File: src/rtl/utx_pkg.sv
package utx_pkg;

    typedef enum logic {
        BUF_SINGLE = 1'b0,
        BUF_QUEUE  = 1'b1
    } buf_mode_e;

    // Per-cycle storage events handed to the status logic
    typedef struct packed {
        logic accepted;   // host byte stored this edge
        logic popped;     // controller removed a byte this edge
        logic go_empty;   // occupancy becomes zero at this edge
        logic empty_nxt;  // occupancy after this edge is zero
    } store_evt_t;

    function automatic logic both_idle(input logic empty_nxt, input logic busy);
        return empty_nxt && !busy;
    endfunction

endpackage

File: src/rtl/utx_store.sv
module utx_store
    import utx_pkg::*;
#(
    parameter int DEPTH = 16,
    parameter int DW    = 8
) (
    input  logic            clk,
    input  logic            rst,
    input  logic            wr_en,
    input  logic [DW-1:0]   wr_data,
    input  logic            rd_en,
    input  buf_mode_e       mode,
    output logic [DW-1:0]   rd_data,
    output logic [$clog2(DEPTH+1)-1:0] level,
    output store_evt_t      evt
);
    localparam int LW = $clog2(DEPTH + 1);
    localparam int PW = (DEPTH > 1) ? $clog2(DEPTH) : 1;
    localparam logic [PW-1:0] PTR_LAST = PW'(DEPTH - 1);

    logic [DW-1:0] mem [DEPTH];
    logic [PW-1:0] wr_ptr, rd_ptr;
    logic [LW-1:0] lvl_q, lvl_nxt, cap;
    buf_mode_e     mode_q;
    logic          flush, accept, pop;

    assign cap    = (mode == BUF_QUEUE) ? LW'(DEPTH) : LW'(1);
    assign flush  = (mode != mode_q);
    assign accept = wr_en && !flush && (lvl_q < cap);
    assign pop    = rd_en && !flush && (lvl_q != '0);

    always_comb begin
        if (flush)
            lvl_nxt = '0;
        else if (accept && !pop)
            lvl_nxt = lvl_q + LW'(1);
        else if (pop && !accept)
            lvl_nxt = lvl_q - LW'(1);
        else
            lvl_nxt = lvl_q;
    end

    always_ff @(posedge clk) begin
        if (rst) begin
            lvl_q  <= '0;
            wr_ptr <= '0;
            rd_ptr <= '0;
            mode_q <= mode;
        end else begin
            mode_q <= mode;
            lvl_q  <= lvl_nxt;
            if (flush) begin
                wr_ptr <= '0;
                rd_ptr <= '0;
            end else begin
                if (accept) wr_ptr <= (wr_ptr == PTR_LAST) ? '0 : wr_ptr + PW'(1);
                if (pop)    rd_ptr <= (rd_ptr == PTR_LAST) ? '0 : rd_ptr + PW'(1);
            end
        end
    end

    for (genvar g = 0; g < DEPTH; g++) begin : g_slot
        always_ff @(posedge clk) begin
            if (accept && wr_ptr == PW'(g))
                mem[g] <= wr_data;
        end
    end

    assign rd_data       = mem[rd_ptr];
    assign level         = lvl_q;
    assign evt.accepted  = accept;
    assign evt.popped    = pop;
    assign evt.empty_nxt = (lvl_nxt == '0);
    assign evt.go_empty  = (lvl_q != '0) && (lvl_nxt == '0);

endmodule

File: src/rtl/utx_thre_delay.sv
module utx_thre_delay
    import utx_pkg::*;
#(
    parameter int TW = 8
) (
    input  logic          clk,
    input  logic          rst,
    input  store_evt_t    evt,
    input  logic          tmr_en,
    input  logic [TW-1:0] tmr_load,
    output logic          hbit
);
    logic [TW-1:0] cnt_q;

    always_ff @(posedge clk) begin
        if (rst) begin
            hbit  <= 1'b1;
            cnt_q <= '0;
        end else if (evt.accepted) begin
            hbit  <= 1'b0;
            cnt_q <= '0;
        end else if (evt.go_empty) begin
            if (tmr_en && tmr_load != '0) begin
                cnt_q <= tmr_load;
            end else begin
                hbit <= 1'b1;
            end
        end else if (cnt_q != '0) begin
            if (cnt_q == TW'(1)) hbit <= 1'b1;
            cnt_q <= cnt_q - TW'(1);
        end
    end

endmodule

File: src/rtl/utx_tx_status.sv
module utx_tx_status
    import utx_pkg::*;
#(
    parameter int DEPTH = 16,
    parameter int DW    = 8,
    parameter int TW    = 8
) (
    input  logic                       clk,
    input  logic                       rst,
    input  logic                       host_wr_en,
    input  logic [DW-1:0]              host_wr_data,
    input  logic                       ctrl_rd_en,
    output logic [DW-1:0]              ctrl_rd_data,
    input  logic                       fifo_mode,
    input  logic                       tmr_en,
    input  logic [TW-1:0]              tmr_load,
    input  logic                       dbl_buf_en,
    input  logic                       shift_busy,
    input  logic                       ctrl_temt_we,
    input  logic                       ctrl_temt_val,
    input  logic                       halt,
    input  logic                       notify_en,
    output logic                       host_thre,
    output logic                       ctrl_thre,
    output logic                       temt,
    output logic [$clog2(DEPTH+1)-1:0] tx_level
);
    store_evt_t evt;
    buf_mode_e  mode;
    logic       hbit;
    logic       temt_q;

    assign mode = fifo_mode ? BUF_QUEUE : BUF_SINGLE;

    utx_store #(.DEPTH(DEPTH), .DW(DW)) u_store (
        .clk     (clk),
        .rst     (rst),
        .wr_en   (host_wr_en),
        .wr_data (host_wr_data),
        .rd_en   (ctrl_rd_en),
        .mode    (mode),
        .rd_data (ctrl_rd_data),
        .level   (tx_level),
        .evt     (evt)
    );

    utx_thre_delay #(.TW(TW)) u_delay (
        .clk      (clk),
        .rst      (rst),
        .evt      (evt),
        .tmr_en   (tmr_en),
        .tmr_load (tmr_load),
        .hbit     (hbit)
    );

    always_ff @(posedge clk) begin
        if (rst)
            temt_q <= 1'b1;
        else if (dbl_buf_en)
            temt_q <= both_idle(evt.empty_nxt, shift_busy);
        else if (ctrl_temt_we)
            temt_q <= ctrl_temt_val;
    end

    assign ctrl_thre = (tx_level == '0);
    assign host_thre = hbit && !(halt && notify_en);
    assign temt      = temt_q;

endmodule

File: config.mk
export PLATFORM = sky130hd
export DESIGN_NAME = utx_tx_status
export DESIGN_NICKNAME = d
export VERILOG_FILES = /design/src/rtl/utx_pkg.sv /design/src/rtl/utx_store.sv /design/src/rtl/utx_thre_delay.sv /design/src/rtl/utx_tx_status.sv
export SDC_FILE = /design/constraint.sdc
export NUM_CORES = 1
export LEC_CHECK = 0
export ABC_AREA = 0
export BUFFER_PORTS_ARGS = -buffer_cell sky130_fd_sc_hd__buf_2
export CORE_ASPECT_RATIO = 1.25
export CORE_MARGIN = 2
export CORE_UTILIZATION = 35
export CTS_CLUSTER_DIAMETER = 150
export DETAILED_ROUTE_END_ITERATION = 12
export HOLD_SLACK_MARGIN = 0.12
export PLACE_DENSITY = 0.52
export SKIP_LAST_GASP = 1
export SLEW_MARGIN = 20
export SYNTH_ARGS = -nofsm -noshare
export SYNTH_HDL_FRONTEND = slang
export SYNTH_SLANG_ARGS = --single-unit
File: constraint.sdc
create_clock -name clk -period 9.2 [get_ports clk]
set_input_delay 0.92 -clock clk [delete_from_list [all_inputs] [get_ports clk]]
set_output_delay 0.92 -clock clk [all_outputs]
set_load 0.005 [all_outputs]
# Yosys cells after proc, flatten, opt, wreduce, memory -nomap -nowiden
# Memory sizes are Yosys's and may differ from the RTL's. A register that Yosys moved wholly into a read port is not among the register bits.
# Index checks and enable logic that the tools add are counted.
word_totals:
  regBits: 24
  ramBits: 128
  input_bits: 28
  out_inout_bits: 16
  elab_cells: 191
  memories: 1
mem_list:
  columns: ["memory", "depth", "word_bits", "rd", "rd_ports_with_merged_regs", "wr", "line", "text"]
  rows:
  - ["u_store.mem", 16, 8, 1, 1, 1, "utx_store.sv:21", "logic [DW-1:0] mem [DEPTH];"]
op_classes:
  n_addsub: 5
  order_cmp: 1
  n_eq_ne: 20
  n_mux: 96
  n_reduce_logical: 61
op_table:
  columns: ["operator", "n"]
  rows:
  - ["$mux 8", 18]
  - ["$reduce_or 8->1", 15]
  - ["$mux 4", 19]
  - ["$mux 1", 55]
  - ["$eq 4x4->1 const B", 9]
  - ["$logic_and 1x1->1", 27]
  - ["$mux 5", 4]
  - ["$eq 4x3->1 const B", 4]
  - ["$reduce_bool 8->1", 2]
  - ["$logic_not 5->1", 2]
  - ["$add 4x1->4 const B", 2]
  - ["$eq 4x2->1 const B", 2]
  - ["$eq 8x1->1 const B", 1]
  - ["$sub 8x1->8 const B", 1]
  - ["$reduce_bool 3->1", 2]
  - ["$add 5x1->5 const B", 1]
  - ["$logic_not 1->1", 5]
  - ["$lt 5x5->1", 1]
  - ["$reduce_bool 5->1", 1]
  - ["$sub 5x1->5 const B", 1]
  - ["$eq 4x1->1 const B", 1]
  - ["$logic_not 4->1", 1]
  - ["$reduce_bool 2->1", 2]
  - ["$reduce_or 2->1", 2]
  - ["other kinds (5)", 5]

# Depth between registers and ports, before layout
depth:
  ltp_word: 24
  ltp_mapped: 13

# Modules after synthesis
# From an unflattened synthesis, not the netlist that was laid out.
hier_totals:
  cells_unflattened: 417
  hier_area_um2: 6754.0
modules_own_cells:
  columns: ["module", "n_inst", "cells_per_inst", "area_each_um2"]
  rows:
  - ["utx_store", 1, 324, 6020.8]
  - ["utx_thre_delay", 1, 85, 668.1]
  - ["utx_tx_status", 1, 8, 65.1]

# Least setup slack after synthesis
# No wires, ideal clock.
synth_timing:
  kind: "input-to-reg"
  startpoint: "input fifo_mode"
  endpoint: "register u_delay.cnt_q[1]"
  setup_ns: 0.118
  t_arrival_ns: 3.193
  required_ns: 9.082
  setup_slack_ns: 5.889
  stages: 9
  n_path_buf: 0
  path_cell_list: "inv_1 ha_1 a21boi_1 nor4b_1 o41ai_1 nand4_2 nor2_4 mux2_1 o2111a_1"
synth_between:
  elab_chain_cells: 14
synth_rtl:
  columns: ["item", "line", "text"]
  rows:
  - ["start, declared", "utx_tx_status.sv:14", "input logic fifo_mode,"]
  - ["$mux 1 (*)", "utx_tx_status.sv:33", "assign mode = fifo_mode ? BUF_QUEUE : BUF_SINGLE;"]
  - ["branches (longest 13 deep; another with $lt 5x5->1)", null, null]
  - ["end signal, assigned", "utx_thre_delay.sv:24", "cnt_q <= tmr_load;"]
  - ["end signal, assigned", "utx_thre_delay.sv:30", "cnt_q <= cnt_q - TW'(1);"]
  - ["end, declared", "utx_thre_delay.sv:13", "logic [TW-1:0] cnt_q;"]
# Every way passes the cells marked *.
# A chain may end at the register's enable or synchronous reset.

# Final worst setup path
layout_timing:
  startpoint: "input fifo_mode"
  endpoint: "register u_store.wr_ptr[0]"
layout_between:
  elab_chain_cells: 5
layout_rtl:
  columns: ["item", "line", "text"]
  rows:
  - ["$mux 1 (*)", "utx_tx_status.sv:33", null]
  - ["branches (longest 4 deep; another with $lt 5x5->1)", null, null]
  - ["end signal, assigned", "utx_store.sv:56", "if (accept) wr_ptr <= (wr_ptr == PTR_LAST) ? '0 : wr_ptr + PW'(1);"]
  - ["end, declared", "utx_store.sv:22", "logic [PW-1:0] wr_ptr, rd_ptr;"]
# Marks and branches as above.

==> flow_metrics.env <==
export IMPL_status="finished, final reports clean"
export IMPL_whs_ns=0.508
export IMPL_p_leak_uw=0.00250
export IMPL_die_h_microns=159
export IMPL_n_antenna_cell=0
export IMPL_hold_start="u_delay.cnt_q[0]"
export IMPL_synth_fp_nets=447
export IMPL_finalMaxSlewViolations=0
export IMPL_yosys_area_top_type_share_pct=57.3
export IMPL_synth_most_common_cell="edfxtp_1"
export IMPL_grt_ovfl_total=0
export IMPL_ys_flop_type="edfxtp_1"
export IMPL_p_total_uw=1710
export IMPL_routabilityCongestion=0.833
export IMPL_cts_resized=0
export IMPL_reg2reg_depth=7
export IMPL_hold_class="flip-flop to flip-flop"
export IMPL_rsz0062_at_grt="false"
export IMPL_cts_max_level=4
export IMPL_switchingPower_uw=449
export IMPL_final_setup_skew_ns=0.00793
export IMPL_ir_worst_vdd_v=0.000125
export IMPL_drcViolationCount=0
export IMPL_viasPerCell=5.40
export IMPL_period_share_pct=43.0
export IMPL_reg2reg_setup_slack_ns=5.59
export IMPL_use_met2_pct=26.5
export IMPL_regArea_sq_um=4410
export IMPL_hpwl_microns=10000
export IMPL_initial_utilization_pct=35.7
export IMPL_wl_per_cell_microns=20.7
export IMPL_fill_cells=1708
export IMPL_reg2reg_to="u_store.wr_ptr[0]"
export IMPL_grt_antenna_before_repair=0
export IMPL_die_area_sq_um=20300
export IMPL_yosysWarnings=0
export IMPL_synth_top_cell_by_area="edfxtp_1"
export IMPL_fin_tns_setup_ns=0
export IMPL_syn_instance_count=408
export IMPL_avgSynthCellArea_sq_um=16.4
export IMPL_p_comb_share_pct=13.9
export IMPL_numClockSinks=156
export IMPL_swShare_pct=26.3
export IMPL_syn_area_sq_um=6700
export IMPL_p_int_uw=1260
export IMPL_clkTransAtPathRegs_ns=0.06
export IMPL_hold_depth=2
export IMPL_post_cts_buffers=0
export IMPL_detail_route_antenna_nets=0
export IMPL_grt_busiest_layer="met2"
export IMPL_ys_top_cells_by_count="edfxtp_1, mux4_2, nor2_1"
export IMPL_placed_cells_incl_taps=670
export IMPL_fmax_ghz=0.253
export IMPL_worstPathMaxFanout=13
export IMPL_syn2layout_area_growth_pct=15.3
export IMPL_crit_type="input pin to flip-flop"
export IMPL_worstMarginPinSlew_ns=0.977
export IMPL_place_port_buffers=43
export IMPL_ys_async_sr_fraction_pct=0
export IMPL_powerDensity_nw_per_um2=221
export IMPL_seq_power_share_pct=47.0
export IMPL_wl_microns=14500
export IMPL_drive_gt1_share_pct=28.5
export IMPL_hold_buffers=0
export IMPL_hold_end="u_delay.cnt_q[0]"
export IMPL_cp_start_kind="input pin"
export IMPL_clockBufferDepth=2
export IMPL_maxCapViolations=0
export IMPL_multi_input_area_sq_um=2170
export IMPL_synthTopCellsByArea="edfxtp_1, mux4_2, dfxtp_1"
export IMPL_critPathArrivalTime_ns=4.27
export IMPL_max_slew_margin_pct=34.6
export IMPL_ys_types=65
export IMPL_finalHoldViolations=0
export IMPL_fin_nets=496
export IMPL_required_ns=9.51
export IMPL_synth_seq_area_share_pct=65.7
export IMPL_numCtsBuffers=17
export IMPL_vias=3790
export IMPL_cp_end_kind="flip-flop"
export IMPL_period_minus_slack_ns=3.96
export IMPL_clock_root_buffer="clkbuf_16"
export IMPL_met1_usage_pct=17.7
export IMPL_ys_ff_latch=156
export IMPL_rows=56
export IMPL_synth_edf_count=128
export IMPL_r2r_start="u_store.mode_q"
export IMPL_die_w_microns=128
export IMPL_drtIter0Drc=218
export IMPL_grt_max_degree=33
export IMPL_io_pin_count=44
export IMPL_coreArea_sq_um=18800
export IMPL_clk_latency_ns=0.42
export IMPL_dr_pass1_iters=4
export IMPL_p_clk_share_pct=39.1
export IMPL_instances_no_fill=702
export IMPL_cts_tree="done"
export IMPL_grt_usage_pct=15.0
export IMPL_grt_util_met3_pct=3.40
export IMPL_setup_viol=0
export IMPL_grt_pass1_wl_microns=22600
export IMPL_final_util_pct=41.2
export IMPL_grt_pass1_vias=3921
-- power groups by stage --
stage	Clock (uW)	Sequential (uW)	Combinational (uW)
final	668	803	238
after global routing	712	807	265
after global placement	0	817	234
after detailed placement	0	818	239
after floorplan	0	812	181
after CTS	683	803	239
-- logic make-up after synthesis --
group	Yosys count	share of synthesized area, %
muxes	44	14.1
AOI/OAI and AO/OA	51	6.46
adders and majority gates	11	2.05
and+or+nand+nor	113	8.90
DFF	156	65.7
xor gates and xnor gates	6	0.784
buffers and inverters	27	2.05
-- stage by stage --
step / setup WS, ns / instance area [sq um]
2_1_floorplan: 5.89 / 6700
3_3_place_gp: 4.92 / 7160
6_report: 5.24 / 7730
4_1_cts: 5.06 / 7720
3_5_place_dp: 4.62 / 7160
5_1_grt: 4.98 / 7730
-- registers in the layout (all words and copies together) (netlist names), named ones only --
signal and flops:
u_delay.hbit 1, u_store.mode_q 1, u_delay.cnt_q 8, u_store.mem 128
u_store.level 5, u_store.wr_ptr 4, u_store.rd_ptr 4, temt 1
-- layout by cell type, fill, tap and decap left out, types with 2 or more instances in the layout --
cell          n
or2_2         2
o211ai_1      3
xor2_1        4
clkbuf_16    17
nand3b_1      2
and3_1        4
a211oi_1      4
o31a_1        2
mux4_2       40
mux2i_1       3
a21boi_0      2
xnor2_1       2
clkinv_2      2
inv_6         5
buf_4         5
o311a_1       2
nand2b_1      5
nor4b_1       3
dfxtp_1      27
clkinv_4      3
a2111oi_1     2
nor2b_1       3
o21ai_0       4
nor4_1        5
nand2_1      24
buf_2        43
nand3_1      10
clkinvlp_4    2
a311oi_1      2
nor2_1       29
nand4_1       3
inv_1         8
ha_1         11
a21oi_1       8
nor3_1       10
or3_1         4
edfxtp_1    128
a211oi_2      2
-- layout make-up --
| class | count | area share, % |
|---|---|---|
| Tap cell | 232 | 3.76 |
| Inverter | 9 | 0.599 |
| Clock inverter | 14 | 1.76 |
| Timing Repair Buffer | 48 | 3.27 |
| Clock buffer | 18 | 5.55 |
| Multi-Input combinational cell | 225 | 28.0 |
| Sequential cell | 156 | 57.0 |
-- critical path, cell delays in order --
cell and delay, ns:
buf_2 0.14, xnor2_1 0.76, nand2_1 0.30, nor2_1 0.82
nand2_1 0.35, nor2_1 0.69, or2_2 0.24, nor2_1 0.04
-- how the worst max path moves through the flow --
stage	start	endpoint	slack [ns]
after floorplan	fifo_mode	u_delay.cnt_q[1]	5.89
after global placement	fifo_mode	u_store.mem[2][5]	4.92
after detailed placement	fifo_mode	u_store.mem[2][5]	4.62
after CTS	fifo_mode	u_store.mem[2][4]	5.06
after global routing	fifo_mode	u_store.wr_ptr[0]	4.98
final	fifo_mode	u_store.wr_ptr[0]	5.24
-- per-layer routing --
metal	share of wire (%)	vias up	wire, microns
li1	-	1750	-
met1	41	1915	5950
met2	53	108	7650
met3	4.6	17	675
met4	1.7	0	249
met5	0	-	0
Power figures use the tool's default switching activity.
